===== src/rtl/lfsr_usr_pkg.sv =====
package lfsr_usr_pkg;

    localparam int unsigned REG_W = 4;

    typedef enum logic [1:0] {
        MODE_HOLD  = 2'b00,
        MODE_RIGHT = 2'b01,
        MODE_LEFT  = 2'b10,
        MODE_LOAD  = 2'b11
    } usr_mode_e;

    // Serial bits entering the two ends of the register.
    typedef struct packed {
        logic head_in;
        logic tail_in;
    } serial_pair_t;

endpackage


===== src/rtl/lfsr_feedback.sv =====
module lfsr_feedback #(
    parameter int unsigned WIDTH  = 4,
    parameter int unsigned TAP_HI = 3,
    parameter int unsigned TAP_LO = 2
) (
    input  logic [WIDTH-1:0] state,
    input  logic             seed_en,
    output logic             fb,
    output logic             all_zero
);
    logic tap_xor;

    always_comb begin
        all_zero = ~|state;
        tap_xor  = state[TAP_HI] ^ state[TAP_LO];
        // The lock-up escape only contributes when the taps give 0 anyway.
        fb       = tap_xor | (seed_en & all_zero);
    end
endmodule


===== src/rtl/usr_next.sv =====
module usr_next
    import lfsr_usr_pkg::*;
#(
    parameter int unsigned WIDTH = 4
) (
    input  logic [WIDTH-1:0] state,
    input  usr_mode_e        mode,
    input  serial_pair_t     ser,
    input  logic [WIDTH-1:0] load_val,
    output logic [WIDTH-1:0] nxt
);
    for (genvar i = 0; i < WIDTH; i++) begin : g_bit
        logic from_low;
        logic from_high;

        if (i == 0) begin : g_head
            assign from_low = ser.head_in;
        end else begin : g_mid_lo
            assign from_low = state[i-1];
        end

        if (i == WIDTH - 1) begin : g_tail
            assign from_high = ser.tail_in;
        end else begin : g_mid_hi
            assign from_high = state[i+1];
        end

        always_comb begin
            unique case (mode)
                MODE_HOLD:  nxt[i] = state[i];
                MODE_RIGHT: nxt[i] = from_low;
                MODE_LEFT:  nxt[i] = from_high;
                MODE_LOAD:  nxt[i] = load_val[i];
                default:    nxt[i] = state[i];
            endcase
        end
    end
endmodule


===== src/rtl/usr_state.sv =====
module usr_state #(
    parameter int unsigned WIDTH = 4
) (
    input  logic             clk,
    input  logic             rst,
    input  logic [WIDTH-1:0] nxt,
    output logic [WIDTH-1:0] state
);
    always_ff @(posedge clk) begin
        if (rst) state <= '0;
        else     state <= nxt;
    end
endmodule


===== src/rtl/lfsr_usr_top.sv =====
module lfsr_usr_top
    import lfsr_usr_pkg::*;
#(
    parameter int unsigned WIDTH  = REG_W,
    parameter int unsigned TAP_HI = WIDTH - 1,
    parameter int unsigned TAP_LO = WIDTH - 2
) (
    input  logic             clk,
    input  logic             rst,
    input  logic [1:0]       mode,
    input  logic             ser_left,
    input  logic [WIDTH-1:0] load_val,
    input  logic             auto_seed,
    output logic [WIDTH-1:0] q
);
    logic [WIDTH-1:0] state;
    logic [WIDTH-1:0] nxt;
    logic             fb;
    logic             all_zero;
    usr_mode_e        mode_e;
    serial_pair_t     ser;

    assign mode_e      = usr_mode_e'(mode);
    assign ser.head_in = fb;
    assign ser.tail_in = ser_left;
    assign q           = state;

    lfsr_feedback #(.WIDTH(WIDTH), .TAP_HI(TAP_HI), .TAP_LO(TAP_LO)) u_fb (
        .state    (state),
        .seed_en  (auto_seed),
        .fb       (fb),
        .all_zero (all_zero)
    );

    usr_next #(.WIDTH(WIDTH)) u_next (
        .state    (state),
        .mode     (mode_e),
        .ser      (ser),
        .load_val (load_val),
        .nxt      (nxt)
    );

    usr_state #(.WIDTH(WIDTH)) u_reg (
        .clk   (clk),
        .rst   (rst),
        .nxt   (nxt),
        .state (state)
    );

    assert_reset_R1: assert property (@(posedge clk)
        rst |=> (q == '0));

    assert_hold_R2: assert property (@(posedge clk) disable iff (rst)
        (mode == MODE_HOLD) |=> $stable(q));

    assert_shift_right_R3: assert property (@(posedge clk) disable iff (rst)
        (mode == MODE_RIGHT) |=> (q[WIDTH-1:1] == $past(q[WIDTH-2:0])));

    assert_feedback_R4: assert property (@(posedge clk) disable iff (rst)
        (mode == MODE_RIGHT && q != '0) |=> (q[0] == ($past(q[TAP_HI]) ^ $past(q[TAP_LO]))));

    assert_lockup_R6: assert property (@(posedge clk) disable iff (rst)
        (mode == MODE_RIGHT && q == '0 && !auto_seed) |=> (q == '0));

    assert_seed_R7: assert property (@(posedge clk) disable iff (rst)
        (mode == MODE_RIGHT && q == '0 && auto_seed) |=> (q == WIDTH'(1)));

    assert_shift_left_R8: assert property (@(posedge clk) disable iff (rst)
        (mode == MODE_LEFT) |=> (q[WIDTH-1] == $past(ser_left) &&
                                 q[WIDTH-2:0] == $past(q[WIDTH-1:1])));

    assert_load_R9: assert property (@(posedge clk) disable iff (rst)
        (mode == MODE_LOAD) |=> (q == $past(load_val)));

endmodule


===== config.mk =====
export PLATFORM = sky130hd
export DESIGN_NAME = lfsr_usr_top
export DESIGN_NICKNAME = d
export VERILOG_FILES = /design/src/rtl/lfsr_usr_pkg.sv /design/src/rtl/lfsr_feedback.sv /design/src/rtl/usr_next.sv /design/src/rtl/usr_state.sv /design/src/rtl/lfsr_usr_top.sv
export SDC_FILE = /design/constraint.sdc
export NUM_CORES = 1
export LEC_CHECK = 0
export BUFFER_PORTS_ARGS = -buffer_cell sky130_fd_sc_hd__clkbuf_2
export CAP_MARGIN = 0
export CORE_AREA = 2 2 39 41
export DETAILED_ROUTE_END_ITERATION = 10
export DIE_AREA = 0 0 41 43
export HOLD_SLACK_MARGIN = 0.06
export SYNTH_ARGS = -nofsm -noshare
export SYNTH_HDL_FRONTEND = slang
export SYNTH_HIERARCHICAL = 1
export SYNTH_SLANG_ARGS = --single-unit
export TNS_END_PERCENT = 50

===== constraint.sdc =====
create_clock -name clk -period 1.8 [get_ports clk]
set_input_delay 0.27 -clock clk [delete_from_list [all_inputs] [get_ports clk]]
set_output_delay 0.27 -clock clk [all_outputs]
set_load 0.005 [all_outputs]

# After elaboration in Yosys (flattened, before gate mapping)
# Cells that the tools add are included.
# Widths: inputs -> output; s select.
# totals
reg_bits	4
latch_bits	0
ramBits	0
romBits	0
elab_cells	14
n_memories	0
# classes
addsub	0
multipliers	0
n_div	0
n_lt_le_gt_ge	0
eq_ne	3
n_shift	0
muxes	4
n_bitwise	3
n_reduce_logical	3
# ops
cell	n
$pmux 1 s3	4
$eq 2x2->1 const B	2
$reduce_or 4->1	1
$eq 2x1->1 const B	1
$logic_not 2->1	1
$and 1x1->1	1
$logic_not 1->1	1
$or 1x1->1	1
$xor 1x1->1	1

# Longest topological paths before layout
# depth
ltp_word	5
depth_mapped	6
mapped_depth_nobuf	6

# Modules after synthesis
# The synthesis kept the hierarchy.
# modules_own_cells
mod	n_inst	cells_per_inst	area_per_inst_um2
usr_next	1	4	105.1
usr_state	1	8	105.1
lfsr_feedback	1	5	40.0

# Worst setup path before layout
# No wires, ideal clock.
# synth_path
path_type	register -> register
from	register u_reg.state[2]
to	register u_reg.state[0]
setup_time_ns	0.114
t_arrival_ns	1.471
setup_slack_ns	0.215
stages_incl_launch_ff	7
period_less_slack_ns	1.585
cell_sequence	dfxtp_1 inv_1 ha_1 nor3b_2 a21o_1 mux4_1 nor2b_1
# synth_via
elab_chain_cells	5
# synth_rtl
element	line_no	rtl
start, declared	usr_state.sv:7	output logic [WIDTH-1:0] state
start signal, assigned	usr_state.sv:11	else state <= nxt;
$reduce_or 4->1	lfsr_feedback.sv:14	all_zero = ~|state;
$logic_not 1->1	lfsr_feedback.sv:14	
net all_zero	lfsr_usr_top.sv:19	logic all_zero;
$and 1x1->1	lfsr_feedback.sv:17	fb = tap_xor | (seed_en & all_zero);
$or 1x1->1	lfsr_feedback.sv:17	
net fb	lfsr_usr_top.sv:18	logic fb;
$pmux 1 s3	usr_next.sv:29	unique case (mode)
net nxt[0]	lfsr_usr_top.sv:17	logic [WIDTH-1:0] nxt;
# The timed path passes the listed nets, and every way through them passes these cells.
# A chain may end at the register's enable or synchronous reset.

# Final worst setup path
# layout_path
from	register u_reg.state[3]
to	register u_reg.state[0]
# The elaborated chain is that of the path after synthesis.

==> out/metrics.cfg <==
[run_status]
status = complete, no violations

[synthesis]
synthFlopType = dfxtp_1
synth.yosys.seq_area_share = 0.320
synth_cells = 17
yosys-top-cells-area = mux4_1 (42%), dfxtp_1 (32%), nor2b_1 (10%)
syn_avg_cell_area_sq_um = 14.7
synth_top_cell_by_area = mux4_1
netlist_area_sq_um = 250
synth_edf_count = 0
ys_top_cells_by_count = dfxtp_1 (4), mux4_1 (4), nor2b_1 (4)
async_flop_share = 0
synth_top_area_share = 0.420
ys_seq_elements = 4
yosys_warnings = 6
synth_cell_types = 7
synthesis.nets = 28

[timing]
finalHoldViolCount = 0
post-route-min-period_ns = 1.62
setup_slack_ns = 0.183
relSlewSlack = 0.880
max_freq_ghz = 0.618
rsz0062_at_grt = no
setup_viol = 0
worst_pin_slew_ns = 0.180
finClkSkew_ns = 0.00102
fin_hold_ws_ns = 0.255
finalSetupTns_ns = 0
min_period_over_period = 0.898
drv_slew = 0

[power]
power_density_mw_per_mm2 = 733
p_leak_nw = 0.188
ir_drop_mv = 0.223

[floorplan]
start_util = 0.181
core_area_sq_mm = 0.00138
dieWidth_um = 41
die_h_um = 43
dieArea_sq_mm = 0.00176
fp-row-count = 14
ioPinCount = 14

[routing]
drt_iter0_markers = 1
wl_per_cell_um = 11.7
viasPerCell = 4.36
dr_wl_met3_um = 74
dr.pass1.iters = 2
ant_nets = 0
routed_wl_um = 584
wl_met2_um = 209
drc = 0
num_vias = 218
top_layer = met3
wirelength_met1_um = 299

[worst_setup_path]
cp_max_fo = 4
reg2reg_to = u_reg/state[0]
r2r_start = u_reg/state[3]
worstSetupEndpointType = register
critical_path_class = register to register
ff2ff_setup_slack_ns = 0.18
critPathLaunchType = register
slowest_delay_ns = 0.47
arrival_ns = 1.74
rr_worst_depth = 6
worstPathRequired_ns = 1.93
slowest_stage = mux4_1
crit_path_cell_trace = inv_1 -> ha_1 -> nor3b_2 -> a21o_1 -> mux4_1 -> nor2b_1

[placement]
hpwl_um = 477
place.gp.congestion = 0.664
port_buffers = 13
place_ws_ns = 0.174
placed_area_sq_um = 343

[finish]
n_antenna_cell = 0
fin_area_sq_um = 365
largest_register = u_reg/state
final_core_util = 0.264
finalNetCount = 47
largest_reg_flops = 4
layout-drive-gt1-share = 0.529
top_regs = u_reg/state (4)
area_growth_pct = 46.0

[clock_network]
htree_levels = 1
path_clk_slew_ns = 0.04
postCtsSetupRepairBufs = 0
ctsResizeCount = 0
cts_tree = yes
cts_sinks = 4
insertion_delay_ns = 0.23
cts_root_buffer = clkbuf_4
clock_path_buffers = 2
hold_buffers = 0
cts_made_buffers = 3

[worst_hold_path]
hold-path-endpoint = u_reg/state[3]
hold_depth = 2
holdCritPathClass = input pin to register
hold_start = rst

[global_route]
grt_pass1_vias = 237
grt_max_degree = 6
grt.overflow.total = 0
antenna_found_initial = 0
grt_pass1_wl_um = 924
groute.usage.overall = 0.0765

[flow_run]
cap_violations = 0

## placed cells by master (no fill, tap or decap)
| cell type | instances |
|---|---|
| dfxtp_1 | 4 |
| a21o_1 | 1 |
| nor3b_2 | 1 |
| nor2b_1 | 4 |
| clkbuf_4 | 3 |
| ha_1 | 1 |
| mux4_1 | 4 |
| buf_4 | 1 |
| inv_1 | 2 |
| clkbuf_2 | 13 |
## worst max path at each step
stage / from / to / slack (ns) / cells after the start
after floorplan: u_reg/state[2] / u_reg/state[0] / 0.22 / 6
after global placement: u_reg/state[3] / u_reg/state[0] / 0.21 / 6
after detailed placement: u_reg/state[3] / u_reg/state[0] / 0.17 / 6
after CTS: u_reg/state[3] / u_reg/state[0] / 0.17 / 6
after global routing: u_reg/state[3] / u_reg/state[0] / 0.08 / 6
final: u_reg/state[3] / u_reg/state[0] / 0.18 / 6
## per-layer routing
metal | up-vias | GRT usage
li1 | 103 | -
met4 | 0 | 0.0200
met2 | 16 | 0.106
met1 | 99 | 0.107
met5 | - | 0
met3 | 0 | 0.0314
## metrics by stage
stage	std cells	power [mW]
2_1_floorplan	17	0.132
3_3_place_gp	47	0.157
3_5_place_dp	47	0.158
4_1_cts	50	0.273
5_1_grt	50	0.285
6_report	50	0.268
## report_power, final
group	internal (mW)	switching (mW)
clock	0.0747	0.0376
combinational	0.0366	0.0167
sequential	0.0956	0.00666
total	0.207	0.0610
## final cells by class
type,instances,area (sq um)
flip-flops and latches,4,80.1
repair buffers,14,72.6
well taps,16,20.0
fillers,151,1020
inverters,2,7.51
multi-input cells,11,163
clock buffers,3,22.5
## worst max-delay path, delay by kind of cell (launching register included)
family / cells / cell delay, ns
flops: 1 / 0.37
simple gates: 2 / 0.28
buf+inv: 1 / 0.06
fa+ha+maj: 1 / 0.16
compound gates: 1 / 0.17
mux: 1 / 0.47
## cells by family (layout without fill, tap and decap cells)
logic type	after synthesis	in the layout	share of synthesized area
AOI/OAI and AO/OA	1	1	0.0300
buffers and inverters	2	19	0.0300
and+or+nand+nor	5	5	0.150
adders and majority gates	1	1	0.0500
muxes	4	4	0.420
DFF	4	4	0.320
(Power assumes the default switching activity.)
